**config.mk**
```make
export PLATFORM = sky130hd
export DESIGN_NAME = dma_evt_gen
export DESIGN_NICKNAME = d
export VERILOG_FILES = /design/src/rtl/dma_evt_pkg.sv /design/src/rtl/dma_evt_ctx.sv /design/src/rtl/dma_evt_remain.sv /design/src/rtl/dma_evt_fire.sv /design/src/rtl/dma_evt_gen.sv
export SDC_FILE = /design/constraint.sdc
export NUM_CORES = 1
export LEC_CHECK = 0
export BUFFER_PORTS_ARGS = -buffer_cell sky130_fd_sc_hd__buf_4
export CAP_MARGIN = 5
export CORE_MARGIN = 4
export CORE_UTILIZATION = 45
export DETAILED_ROUTE_END_ITERATION = 10
export GPL_TIMING_DRIVEN = 0
export PLACE_DENSITY = 0.68
export REMOVE_ABC_BUFFERS = 1
export SYNTH_ARGS = -nofsm -noshare
export SYNTH_HDL_FRONTEND = slang
export SYNTH_SLANG_ARGS = --single-unit
```
**constraint.sdc**
```tcl
create_clock -name clk_i -period 12.16 [get_ports clk_i]
set_input_delay 0.608 -clock clk_i [delete_from_list [all_inputs] [get_ports clk_i]]
set_output_delay 0.608 -clock clk_i [all_outputs]
set_load 0.005 [all_outputs]
```
**src/rtl/dma_evt_pkg.sv**
```systemverilog
package dma_evt_pkg;
  typedef enum logic [1:0] {
    EVT_BLOCK = 2'b00,
    EVT_RPT   = 2'b01,
    EVT_ITEM  = 2'b10,
    EVT_CHAN  = 2'b11
  } evt_mode_e;
endpackage

```
**src/rtl/dma_evt_ctx.sv**
```systemverilog
module dma_evt_ctx
  import dma_evt_pkg::*;
#(
  parameter int CNT_W   = 16,
  parameter int RPT_W   = 4,
  parameter int LA_W    = 14,
  parameter int UPD_W   = 8,
  parameter bit HAS_RPT = 1'b1,
  localparam int TOT_W  = CNT_W + RPT_W
) (
  input  logic             clk_i,
  input  logic             rst_ni,
  input  logic             cap_i,
  input  logic             act_i,
  input  logic             load_i,
  input  logic [1:0]       mode_i,
  input  logic [CNT_W-1:0] bndt_i,
  input  logic [RPT_W-1:0] brc_i,
  input  logic [LA_W-1:0]  la_i,
  input  logic [UPD_W-1:0] upd_i,
  output evt_mode_e        mode_o,
  output logic [CNT_W-1:0] blen_o,
  output logic [TOT_W-1:0] total_o,
  output logic             null_o,
  output logic             last_o
);
  evt_mode_e        mode_q, eff_mode;
  logic [CNT_W-1:0] blen_q;
  logic [TOT_W-1:0] tot_q, tot_in;
  logic             null_q, last_q, last_in;

  // without repeat support the repeated-block mode folds onto block mode
  always_comb begin
    eff_mode = evt_mode_e'(mode_i);
    if (!HAS_RPT && eff_mode == EVT_RPT) eff_mode = EVT_BLOCK;
  end

  generate
    if (HAS_RPT) begin : g_rpt
      assign tot_in = TOT_W'(bndt_i) * TOT_W'({1'b0, brc_i} + 1'b1);
    end else begin : g_norpt
      logic unused_brc;
      assign unused_brc = ^brc_i;
      assign tot_in     = TOT_W'(bndt_i);
    end
  endgenerate

  assign last_in = (la_i == '0) && (upd_i == '0);

  always_ff @(posedge clk_i or negedge rst_ni) begin
    if (!rst_ni) begin
      mode_q <= EVT_BLOCK;
      blen_q <= '0;
      tot_q  <= '0;
      null_q <= 1'b0;
      last_q <= 1'b0;
    end else if (cap_i) begin
      mode_q <= eff_mode;
      blen_q <= bndt_i;
      tot_q  <= tot_in;
      null_q <= (bndt_i == '0);
      last_q <= last_in;
    end else if (load_i) begin
      blen_q <= bndt_i;
      tot_q  <= tot_in;
      null_q <= (bndt_i == '0);
      last_q <= last_in;
    end
  end

  assign mode_o  = mode_q;
  assign blen_o  = blen_q;
  assign total_o = tot_q;
  assign null_o  = null_q;
  assign last_o  = last_q;

  AST_MODE_HELD: assert property (@(posedge clk_i) disable iff (!rst_ni)
    act_i |=> $stable(mode_q));

endmodule

```
**src/rtl/dma_evt_remain.sv**
```systemverilog
module dma_evt_remain #(
  parameter int CNT_W   = 16,
  parameter int RPT_W   = 4,
  parameter bit HAS_RPT = 1'b1,
  localparam int TOT_W  = CNT_W + RPT_W
) (
  input  logic [CNT_W-1:0] bndt_i,
  input  logic [RPT_W-1:0] brc_i,
  input  logic [CNT_W-1:0] blen_i,
  output logic [TOT_W-1:0] rem_o,
  output logic             brc_zero_o
);
  generate
    if (HAS_RPT) begin : g_rpt
      assign rem_o      = TOT_W'(brc_i) * TOT_W'(blen_i) + TOT_W'(bndt_i);
      assign brc_zero_o = (brc_i == '0);
    end else begin : g_norpt
      logic unused_rb;
      assign unused_rb  = ^{brc_i, blen_i};
      assign rem_o      = TOT_W'(bndt_i);
      assign brc_zero_o = 1'b1;
    end
  endgenerate
endmodule

```
**src/rtl/dma_evt_fire.sv**
```systemverilog
module dma_evt_fire
  import dma_evt_pkg::*;
#(
  parameter int CNT_W  = 16,
  parameter int RPT_W  = 4,
  localparam int TOT_W = CNT_W + RPT_W
) (
  input  logic             clk_i,
  input  logic             rst_ni,
  input  logic             act_i,
  input  logic             cap_i,
  input  logic             beat_i,
  input  logic             blk_end_i,
  input  logic             load_i,
  input  evt_mode_e        mode_i,
  input  logic [CNT_W-1:0] blen_i,
  input  logic [TOT_W-1:0] total_i,
  input  logic             null_i,
  input  logic             last_i,
  input  logic [TOT_W-1:0] rem_i,
  input  logic [CNT_W-1:0] bndt_i,
  input  logic             brc_zero_i,
  output logic             tc_o,
  output logic             ht_o
);
  logic [TOT_W-1:0] unit_start, unit_rem;
  logic             half_gate, ht_hit, tc_hit, data_end, unit_new;
  logic             half_done_q, tc_q, ht_q;

  assign unit_start = (mode_i == EVT_BLOCK) ? TOT_W'(blen_i) : total_i;
  assign unit_rem   = (mode_i == EVT_BLOCK) ? TOT_W'(bndt_i) : rem_i;
  assign half_gate  = (mode_i == EVT_CHAN) ? last_i : 1'b1;

  assign ht_hit = act_i && beat_i && !half_done_q && (unit_start != '0) &&
                  half_gate && (unit_rem <= (unit_start >> 1));

  assign data_end = blk_end_i && brc_zero_i && !null_i;

  always_comb begin
    unique case (mode_i)
      EVT_BLOCK: tc_hit = act_i && blk_end_i && !null_i;
      EVT_RPT:   tc_hit = act_i && data_end;
      EVT_ITEM:  tc_hit = act_i && (load_i || (data_end && last_i));
      EVT_CHAN:  tc_hit = act_i && data_end && last_i;
      default:   tc_hit = 1'b0;
    endcase
  end

  // a new unit re-arms the half detector
  assign unit_new = cap_i || (act_i && load_i) ||
                    (act_i && blk_end_i && mode_i == EVT_BLOCK);

  always_ff @(posedge clk_i or negedge rst_ni) begin
    if (!rst_ni) begin
      half_done_q <= 1'b0;
      tc_q        <= 1'b0;
      ht_q        <= 1'b0;
    end else begin
      if (unit_new)    half_done_q <= 1'b0;
      else if (ht_hit) half_done_q <= 1'b1;
      tc_q <= tc_hit;
      ht_q <= ht_hit && !tc_hit;
    end
  end

  assign tc_o = tc_q;
  assign ht_o = ht_q;

  AST_NO_BOTH: assert property (@(posedge clk_i) disable iff (!rst_ni)
    !(tc_o && ht_o));
  AST_HT_AFTER_BEAT: assert property (@(posedge clk_i) disable iff (!rst_ni)
    ht_o |-> $past(beat_i));
  AST_TC_AFTER_STROBE: assert property (@(posedge clk_i) disable iff (!rst_ni)
    tc_o |-> $past(blk_end_i || load_i));
  AST_QUIET_OFF: assert property (@(posedge clk_i) disable iff (!rst_ni)
    !$past(act_i) |-> !(tc_o || ht_o));
  AST_NULL_SILENT: assert property (@(posedge clk_i) disable iff (!rst_ni)
    (null_i && (mode_i == EVT_BLOCK || mode_i == EVT_RPT)) |=> !tc_o);

endmodule

```
**src/rtl/dma_evt_gen.sv**
```systemverilog
module dma_evt_gen
  import dma_evt_pkg::*;
#(
  parameter int CNT_W   = 16,
  parameter int RPT_W   = 4,
  parameter int LA_W    = 14,
  parameter int UPD_W   = 8,
  parameter bit HAS_RPT = 1'b1
) (
  input  logic             clk_i,
  input  logic             rst_ni,
  input  logic             chan_en_i,
  input  logic [1:0]       mode_i,
  input  logic [CNT_W-1:0] bndt_i,
  input  logic [RPT_W-1:0] brc_i,
  input  logic             beat_done_i,
  input  logic             blk_end_i,
  input  logic             lli_load_i,
  input  logic [LA_W-1:0]  lli_la_i,
  input  logic [UPD_W-1:0] lli_upd_i,
  output logic             tc_o,
  output logic             ht_o
);
  localparam int TOT_W = CNT_W + RPT_W;

  logic             en_q, cap, act;
  evt_mode_e        mode_q;
  logic [CNT_W-1:0] blen;
  logic [TOT_W-1:0] total, rem;
  logic             item_null, item_last, brc_zero;

  always_ff @(posedge clk_i or negedge rst_ni) begin
    if (!rst_ni) en_q <= 1'b0;
    else         en_q <= chan_en_i;
  end

  assign cap = chan_en_i && !en_q;
  assign act = chan_en_i && en_q;

  dma_evt_ctx #(
    .CNT_W(CNT_W), .RPT_W(RPT_W), .LA_W(LA_W), .UPD_W(UPD_W), .HAS_RPT(HAS_RPT)
  ) u_ctx (
    .clk_i   (clk_i),
    .rst_ni  (rst_ni),
    .cap_i   (cap),
    .act_i   (act),
    .load_i  (act && lli_load_i),
    .mode_i  (mode_i),
    .bndt_i  (bndt_i),
    .brc_i   (brc_i),
    .la_i    (lli_la_i),
    .upd_i   (lli_upd_i),
    .mode_o  (mode_q),
    .blen_o  (blen),
    .total_o (total),
    .null_o  (item_null),
    .last_o  (item_last)
  );

  dma_evt_remain #(
    .CNT_W(CNT_W), .RPT_W(RPT_W), .HAS_RPT(HAS_RPT)
  ) u_rem (
    .bndt_i     (bndt_i),
    .brc_i      (brc_i),
    .blen_i     (blen),
    .rem_o      (rem),
    .brc_zero_o (brc_zero)
  );

  dma_evt_fire #(
    .CNT_W(CNT_W), .RPT_W(RPT_W)
  ) u_fire (
    .clk_i      (clk_i),
    .rst_ni     (rst_ni),
    .act_i      (act),
    .cap_i      (cap),
    .beat_i     (beat_done_i),
    .blk_end_i  (blk_end_i),
    .load_i     (lli_load_i),
    .mode_i     (mode_q),
    .blen_i     (blen),
    .total_i    (total),
    .null_i     (item_null),
    .last_i     (item_last),
    .rem_i      (rem),
    .bndt_i     (bndt_i),
    .brc_zero_i (brc_zero),
    .tc_o       (tc_o),
    .ht_o       (ht_o)
  );

  AST_RESET_QUIET: assert property (@(posedge clk_i) disable iff (!rst_ni)
    $rose(en_q) |-> !(tc_o || ht_o));

endmodule

```
# After elaboration in Yosys (flattened, before gate mapping)
# Cells that the tools add are included.
# totals
n_memories,0
output_inout_bits,2
rom_bits,0
ram_bits,0
latch_bits,0
regBits,44
# classes
add_sub_neg,2
muxes,14
n_mul,2
n_shift,0
div_mod_pow,0
n_bitwise,0
magnitude_cmp,1
n_reduce_logical,34
eq_ne,3
# op_table
cell,n
$mux W20,4
$mux W16,2
$add A20 B16 Y20,1
$le A20 B19 Y1,1
$mul A16 B20 Y20,1
$mul A4 B16 Y20,1
$reduce_bool A20 Y1,1
$logic_and A1 B1 Y1,19
$logic_not A16 Y1,1
$logic_not A14 Y1,1
$logic_not A8 Y1,1
$mux W1,7
$add A4 B1 Y5 const B,1
$eq A2 B2 Y1 const B,2
$logic_not A1 Y1,4
$logic_not A4 Y1,1
$pmux W1 S4,1
$reduce_bool A2 Y1,2
$logic_or A1 B1 Y1,3
$eq A2 B1 Y1 const B,1
$logic_not A2 Y1,1

# Depth between registers and ports, before layout
# Gate-level depths: netlist (run 1).
# depth
ltp_word,9
depth_mapped,28
ltp_nobuf,26

# Cells and area by module
# From an unflattened synthesis (run 1), not the netlist that was laid out.
# hier_totals
hier_cells,954
hier_area_um2,7782.5
# modules_own_cells
module,area_each_um2,instances,cells_per_inst
dma_evt_ctx,4177.8,1,483
dma_evt_remain,2463.6,1,304
dma_evt_fire,1092.3,1,163
dma_evt_gen,48.8,1,4

# Least setup slack after synthesis (run 1)
# No wires, ideal clock.
# synth_path
path_kind,input to register
from,in brc_i[2]
to,reg u_fire.half_done_q
path_stages,27
path_slack_ns,6.339
setup_ns,0.078
required_time_ns,12.082
arrival_ns,5.743
cell_sequence,clkbuf_1 -> clkbuf_1 -> and2_1 -> fa_1 -> fa_1 -> inv_1 -> fa_1 -> inv_1 -> ha_1 -> o21ai_0 -> a21oi_1 -> o21ai_0 -> nand2b_1 -> a21o_1 -> a211oi_1 -> o21bai_1 -> xnor2_1 -> o21ai_0 -> ha_1 -> a21oi_1 -> o21ai_0 -> or3_1 -> a31oi_1 -> o21bai_1 -> a21oi_1 -> o221ai_1 -> a21oi_1
# synth_between
elab_chain_cells,6
# synth_rtl
element,line,source
start: declaration,dma_evt_gen.sv:15,"input logic [RPT_W-1:0] brc_i,"
$mul A4 B16 Y20,dma_evt_remain.sv:15,assign rem_o = TOT_W'(brc_i) * TOT_W'(blen_i) + TOT_W'(bndt_i);
$add A20 B16 Y20,dma_evt_remain.sv:15,
$mux W20,dma_evt_fire.sv:31,assign unit_rem = (mode_i == EVT_BLOCK) ? TOT_W'(bndt_i) : rem_i;
$le A20 B19 Y1,dma_evt_fire.sv:35,half_gate && (unit_rem <= (unit_start >> 1));
$logic_and A1 B1 Y1,dma_evt_fire.sv:35,
$reduce_bool A2 Y1 (no line),--,
end signal: assignment,dma_evt_fire.sv:55,half_done_q <= 1'b0;
end signal: assignment,dma_evt_fire.sv:59,if (unit_new) half_done_q <= 1'b0;
end signal: assignment,dma_evt_fire.sv:60,else if (ht_hit) half_done_q <= 1'b1;
end: declaration,dma_evt_fire.sv:28,"logic half_done_q, tc_q, ht_q;"
# Every way passes these cells.
# A chain may end at the register's enable or synchronous reset.

# Worst setup path after layout (run 1)
# layout_path
from,reg u_ctx.blen_q[3] (netlist: u_ctx.blen_o[3])
to,reg u_fire.half_done_q
# layout_between
elab_chain_cells,6
word_cells_on_any_way,10
classes_between,add/sub (1); mul (1); order compare (1); mux (2); reduce/logical (5)
# layout_rtl
element,line,source
start: declaration,dma_evt_ctx.sv:28,logic [CNT_W-1:0] blen_q;
start signal: assignment,dma_evt_ctx.sv:59,blen_q <= bndt_i;
start signal: assignment,dma_evt_ctx.sv:64,blen_q <= bndt_i;
$mul A4 B16 Y20 / $mux W20 (equally long branches),"dma_evt_remain.sv:15, dma_evt_fire.sv:30",
$add A20 B16 Y20 / $reduce_bool A20 Y1 (equally long branches),"dma_evt_remain.sv:15, dma_evt_fire.sv:34",
$mux W20 / $logic_and A1 B1 Y1 (equally long branches),"dma_evt_fire.sv:31, dma_evt_fire.sv:34",
$le A20 B19 Y1 / $logic_and A1 B1 Y1 (equally long branches),"dma_evt_fire.sv:35, dma_evt_fire.sv:34",
$logic_and A1 B1 Y1 *,dma_evt_fire.sv:35,
$reduce_bool A2 Y1 (no line) *,--,
# Mark *: on every way between the ends. The rest lies on a longest branch, timed or not.

==> results of run 1 <==
## per-stage QoR
step	hold WS (ps)	setup slack [ps]
floorplan	312	6710
global placement	456	5820
detailed placement	463	5840
CTS	327	6110
global route	356	5570
finish	293	6110
## cells by family after synthesis
| group | share of synthesized area, % |
|---|---|
| AND/OR/NAND/NOR | 21.5 |
| buffers and inverters | 7.14 |
| AO/OA/AOI/OAI | 12.5 |
| adder cells (fa/ha/maj) | 36.4 |
| XOR/XNOR | 3.98 |
| multiplexers | 3.31 |
| flip-flops | 15.2 |
## final timing paths
check	startpoint	end	slack, ps	cells past startpoint
worst max-delay path	u_ctx.blen_o[3]$_DFFE_PN0P_	u_fire.half_done_q$_DFFE_PN0P_	6110	25
worst min-delay path	rst_ni	u_ctx.blen_o[1]$_DFFE_PN0P_	290	1
worst max register to register	u_ctx.blen_o[3]$_DFFE_PN0P_	u_fire.half_done_q$_DFFE_PN0P_	6110	25
worst min register to register	u_ctx.total_o[0]$_DFFE_PN0P_	u_ctx.total_o[0]$_DFFE_PN0P_	470	2
max in group asynchronous	rst_ni	u_ctx.total_o[0]$_DFFE_PN0P_	11450	1
min in group clk_i	chan_en_i	en_q$_DFF_PN0_	460	1
## layer usage
layer / routed length (um) / vias up / track usage, %
li1: - / 2888 / -
met1: 8070 / 2813 / 29.1
met2: 8300 / 100 / 33.8
met3: 711 / 22 / 1.27
met4: 330 / 0 / 4.76
met5: 0 / - / 0
## worst max-delay path: stages (launching register included)
cell and delay, ps:
dfrtp_1 480, and2_1 220, fa_1 500, fa_1 490
inv_1 50, fa_1 510, inv_1 50, ha_1 330
o21ai_0 170, a21oi_1 90, o21ai_0 160, nand2b_1 100
a21o_1 220, a211oi_1 240, o21bai_1 100, xnor2_1 270
o21ai_0 130, ha_1 370, a21oi_1 130, o21ai_0 110
or3_1 420, a31oi_1 230, o21bai_1 100, a21oi_1 150
o221ai_1 170, a21oi_1 200
## power breakdown
| part | internal (mW) | switching [mW] | total [mW] |
|---|---|---|---|
| Clock | 0.0967 | 0.0574 | 0.154 |
| Combinational | 0.411 | 0.544 | 0.956 |
| Sequential | 0.184 | 0.0416 | 0.225 |
| Total | 0.692 | 0.643 | 1.33 |
## layout make-up
class                      instances  area [um^2]  share of cell area, %
multi-input combinational        676         5660                   70.5
clock buffer                       6          129                   1.61
timing repair buffer              53          410                   5.12
inverter                         112          420                   5.24
tap                              216          270                   3.37
sequential                        44         1100                   13.7
clock inverter                     2         35.0                  0.437
## state kept, by name, indices dropped and copies added (netlist names)
| signal | count |
|---|---|
| u_ctx.last_o | 1 |
| u_fire.half_done_q | 1 |
| u_ctx.blen_o | 16 |
| u_fire.tc_o | 1 |
| u_fire.ht_o | 1 |
| u_ctx.null_o | 1 |
| en_q | 1 |
| u_ctx.total_o | 20 |
| u_ctx.mode_o | 2 |
## layout by cell type, fill, tap and decap left out, types with 2 or more instances in the layout
| cell type | n |
|---|---|
| nand2_1 | 114 |
| inv_1 | 112 |
| and2_1 | 84 |
| fa_1 | 84 |
| ha_1 | 77 |
| buf_4 | 52 |
| o21ai_0 | 47 |
| dfrtp_1 | 44 |
| nor2_1 | 43 |
| a21oi_1 | 43 |
| xor2_1 | 17 |
| xnor2_1 | 16 |
| mux2i_1 | 15 |
| nor4_1 | 15 |
| a21o_1 | 11 |
| nor3_1 | 9 |
| nand2b_1 | 9 |
| mux2_2 | 8 |
| nand3_1 | 7 |
| nor2b_1 | 6 |
| and3_1 | 6 |
| nand4_1 | 6 |
| o21ai_1 | 5 |
| o21bai_1 | 5 |
| clkbuf_16 | 5 |
| o211ai_1 | 4 |
| o21a_1 | 3 |
| a31oi_1 | 3 |
| a211oi_1 | 3 |
| or4_1 | 3 |
| nand3b_1 | 2 |
| a211o_1 | 2 |
| a2111oi_0 | 2 |
| or3_1 | 2 |
| nor3b_1 | 2 |
| a21oi_2 | 2 |
| a31oi_2 | 2 |
==> results.sh, run 1 <==
export IMPL_grt_overflow=0
export IMPL_drt_pre_antenna_iters=5
export IMPL_power_total_mw=1.33
export IMPL_setup_viol=0
export IMPL_post_route_cell_area_mm2=0.00802
export IMPL_fill_cells=1511
export IMPL_skew_ps=6.87
export IMPL_critPathLaunchType="flop"
export IMPL_power_density_mw_per_mm2=166
export IMPL_maxSlewHeadroom_pct=20.6
export IMPL_start_util_pct=45.9
export IMPL_wl_um=17400
export IMPL_die_w_um=135
export IMPL_numPlacedInstances=1100
export IMPL_place_area_mm2=0.00785
export IMPL_yosysSeqAreaShare_pct=15.2
export IMPL_grt_usage_pct=20.3
export IMPL_via_per_inst=5.25
export IMPL_wl_per_cell_um=15.7
export IMPL_syn_to_final_growth_pct=10.5
export IMPL_layout_drive_gt1_share_pct=9.07
export IMPL_yosysUniqueCellTypes=54
export IMPL_htree_levels=2
export IMPL_ys_top_cells_by_area="fa_1 23%, dfrtp_1 15%, ha_1 13%, and2_1 7.2%, nand2_1 5.9%"
export IMPL_clk_latency_ps=290
export IMPL_vias=5823
export IMPL_synthArstFlopShare_pct=100
export IMPL_ios=52
export IMPL_place_congestion=0.884
export IMPL_hpwl_um=14100
export IMPL_rows=46
export IMPL_ir_drop_uv=58.9
export IMPL_cts_buffers=5
export IMPL_cts_root_buffer="clkbuf_16"
export IMPL_clkSlewWorstSetupHoldPaths_ps=60
export IMPL_cts_hold_buffers_added=0
export IMPL_clk_path_buf_depth=2
export IMPL_portBuffers=51
export IMPL_rsz0062_at_grt="false"
export IMPL_yosysWarnings=0
export IMPL_leakagePower_nw=4.00
export IMPL_synth_top_cell_by_area="fa_1"
export IMPL_post_route_drc_count=0
export IMPL_yosys_register_bits=44
export IMPL_post_cts_resize_count=0
export IMPL_drt_iter0_markers=376
export IMPL_worstSetupEndpointType="flop"
export IMPL_hold_viol_final=0
export IMPL_max_freq_ghz=0.165
export IMPL_grt_pass1_vias=6008
export IMPL_ant_nets=0
export IMPL_core_mm2=0.0158
export IMPL_grt_max_degree=45
export IMPL_synth_top_area_share_pct=23.2
export IMPL_grt_pass1_wl_um=29900
export IMPL_tightest_slew_ps=1190
export IMPL_fin_crit_ps=6050
export IMPL_worstPathArrival_ps=6270
export IMPL_syn_avg_cell_area_um2=8.46
export IMPL_cap_violations=0
export IMPL_final_nets=1103
export IMPL_final_util_pct=50.7
export IMPL_dominantRegCellSynth="dfrtp_1"
export IMPL_synth_edff_count=0
export IMPL_synth_most_common_cell="nand2_1"
export IMPL_die_area_mm2=0.0182
export IMPL_tns_ps=0
export IMPL_syn_inst=858
export IMPL_maxSlewViolCount=0
export IMPL_crit_required_ps=12380
export IMPL_criticalPathCategory="flop to flop"
export IMPL_cts_tree="yes"
export IMPL_synth_common_cells="114 x nand2_1, 112 x inv_1, 84 x and2_1, 84 x fa_1, 77 x ha_1"
export IMPL_clock_sinks=44
export IMPL_antenna_found_initial=0
export IMPL_cp_max_fo=7
export IMPL_hp_class="input port to asynchronous set/reset pin"
export IMPL_syn_area_mm2=0.00726
export IMPL_n_antenna_cell=0
export IMPL_layout_cells_non_filler=1109
export IMPL_status="completed"
export IMPL_post_cts_buffers=0
export IMPL_post_route_period_util_pct=49.8
export IMPL_die_h_um=135
No activity file was read; power rests on OpenSTA's default activity.
==> run 2, diff against run 1 <==
- PLACE_DENSITY: 0.68 -> 0.71
- clock period: 12.16 -> 5.5 ns (I/O delays scaled with it)
==> run 2 against run 1 <==
The run now ends with hold timing, setup timing left. Register-to-register slack got worse by 6100 ps. Power increased by 140%. Worst hold slack got worse by 320 ps. Critical endpoint unchanged. Wire length increased by 2.1%. Cell count increased by 0.99%. Flip-flop and latch count unchanged.
==> results.sh, run 2 (synthesis results as in run 1) <==
export IMPL_cp_max_fo=4
export IMPL_cts_tree="yes"
export IMPL_portBuffers=51
export IMPL_post_route_period_util_pct=100
export IMPL_hpwl_um=13800
export IMPL_setup_viol=1
export IMPL_hp_class="input port to asynchronous set/reset pin"
export IMPL_drt_pre_antenna_iters=5
export IMPL_grt_max_degree=47
export IMPL_cts_root_buffer="clkbuf_16"
export IMPL_layout_common_cells="114 x nand2_1, 111 x inv_1, 84 x fa_1, 82 x and2_1, 73 x ha_1"
export IMPL_htree_levels=2
export IMPL_worstPathArrival_ps=5720
export IMPL_syn_to_final_growth_pct=13.7
export IMPL_start_util_pct=45.9
export IMPL_die_w_um=135
export IMPL_post_route_cell_area_mm2=0.00826
export IMPL_drt_iter0_markers=401
export IMPL_tns_ps=-3.58
export IMPL_max_freq_ghz=0.182
export IMPL_clock_sinks=44
export IMPL_status="finished, violations left"
export IMPL_layout_cells_non_filler=1120
export IMPL_die_area_mm2=0.0182
export IMPL_clk_path_buf_depth=2
export IMPL_via_per_inst=5.35
export IMPL_whs_ps=-23.5
export IMPL_grt_usage_pct=20.3
export IMPL_maxSlewViolCount=0
export IMPL_antenna_found_initial=0
export IMPL_grt_overflow=0
export IMPL_die_h_um=135
export IMPL_cap_violations=0
export IMPL_criticalPathCategory="flop to flop"
export IMPL_numPlacedInstances=1101
export IMPL_skew_ps=5.67
export IMPL_place_area_mm2=0.00786
export IMPL_grt_pass1_vias=5870
export IMPL_cts_buffers=5
export IMPL_layout_drive_gt1_share_pct=12.9
export IMPL_largest_register_ffs=20
export IMPL_violations="hold timing, setup timing"
export IMPL_clkSlewWorstSetupHoldPaths_ps=60
export IMPL_fin_ws_ps=-3.58
export IMPL_crit_required_ps=5720
export IMPL_wl_per_cell_um=15.9
export IMPL_fill_cells=1446
export IMPL_maxSlewHeadroom_pct=33.9
export IMPL_critPathLaunchType="flop"
export IMPL_worstSetupEndpointType="flop"
export IMPL_grt_pass1_wl_um=29800
export IMPL_power_density_mw_per_mm2=380
export IMPL_tightest_slew_ps=989
export IMPL_rsz0062_at_grt="true"
export IMPL_core_mm2=0.0158
export IMPL_layout_commonest_cell="nand2_1"
export IMPL_ios=52
export IMPL_final_nets=1114
export IMPL_wl_um=17800
export IMPL_ant_nets=0
export IMPL_post_route_drc_count=0
export IMPL_vias=5992
export IMPL_place_ws_ps=-401
export IMPL_ir_drop_uv=175
export IMPL_hold_viol_final=25
export IMPL_rows=46
export IMPL_leakagePower_nw=4.07
export IMPL_n_antenna_cell=0
export IMPL_fin_crit_ps=5500
export IMPL_place_congestion=0.856
export IMPL_clk_latency_ps=290
-- run 2: layout make-up --
type                            count  area [um^2]  area share [%]
Inverter                          112          420            5.09
Timing Repair Buffer               64          500            6.06
Sequential cell                    44         1110            13.4
Clock buffer                        6          129            1.56
Multi-Input combinational cell    676         5790            70.2
Clock inverter                      2         35.0           0.424
Tap cell                          216          270            3.27
-- run 2: metrics by stage --
step | utilization [%] | total power, mW
5_1_grt | 52.2 | 3.48
3_3_place_gp | 49.4 | 2.54
6_report | 52.2 | 3.14
2_1_floorplan | - | 2.07
4_1_cts | 51.7 | 3.07
3_5_place_dp | 49.7 | 2.58
-- run 2: per-layer routing --
| layer | wire length (um) | vias to the layer above | GRT usage, % |
|---|---|---|---|
| li1 | - | 2910 | - |
| met1 | 8050 | 2938 | 28.7 |
| met2 | 8800 | 122 | 34.6 |
| met3 | 641 | 22 | 0.931 |
| met4 | 288 | 0 | 4.65 |
| met5 | 0 | - | 0 |
-- run 2: what timing repair did --
| item | 4_1_cts | 5_1_grt |
|---|---|---|
| pin swaps | 16 | 15 |
| setup buffers | 9 | 1 |
| hold buffers | 0 | 0 |
| endpoints found under the setup margin | 2 | 2 |
| gates resized for setup | 22 | 11 |
-- run 2: power by group --
part / internal (mW) / switching, mW
Sequential: 0.407 / 0.0856
Combinational: 1.02 / 1.28
Clock: 0.214 / 0.127
Total: 1.64 / 1.50
-- run 2: path summary, 6_finish.rpt --
path                       slack (ps)  depth (start not counted)                   startpoint                             end
max in group asynchronous        5080                          1                       rst_ni     u_ctx.blen_o[4]$_DFFE_PN0P_
min in group clk_i                140                          1                    chan_en_i                  en_q$_DFF_PN0_
min                               -20                          1                       rst_ni     u_ctx.mode_o[0]$_DFFE_PN0P_
max reg2reg                        -4                         25  u_ctx.blen_o[3]$_DFFE_PN0P_  u_fire.half_done_q$_DFFE_PN0P_
min reg2reg                       480                          2     u_ctx.last_o$_DFFE_PN0P_        u_ctx.last_o$_DFFE_PN0P_
max                                -4                         25  u_ctx.blen_o[3]$_DFFE_PN0P_  u_fire.half_done_q$_DFFE_PN0P_
-- run 2: critical path, stage by stage, from the launching register on --
cell	delay (ps)
dfrtp_2	430
and2_4	170
fa_1	490
fa_1	490
inv_1	50
fa_1	530
inv_2	50
ha_4	240
o21ai_2	120
a21oi_2	60
o21ai_1	170
nand2b_1	100
a21o_1	200
a211oi_2	210
o21bai_1	100
xnor2_1	230
o21ai_1	90
ha_1	360
a21oi_1	130
o21ai_1	90
or3_4	410
a31oi_4	140
o21bai_1	100
a21oi_2	170
o221ai_2	110
a21oi_1	170
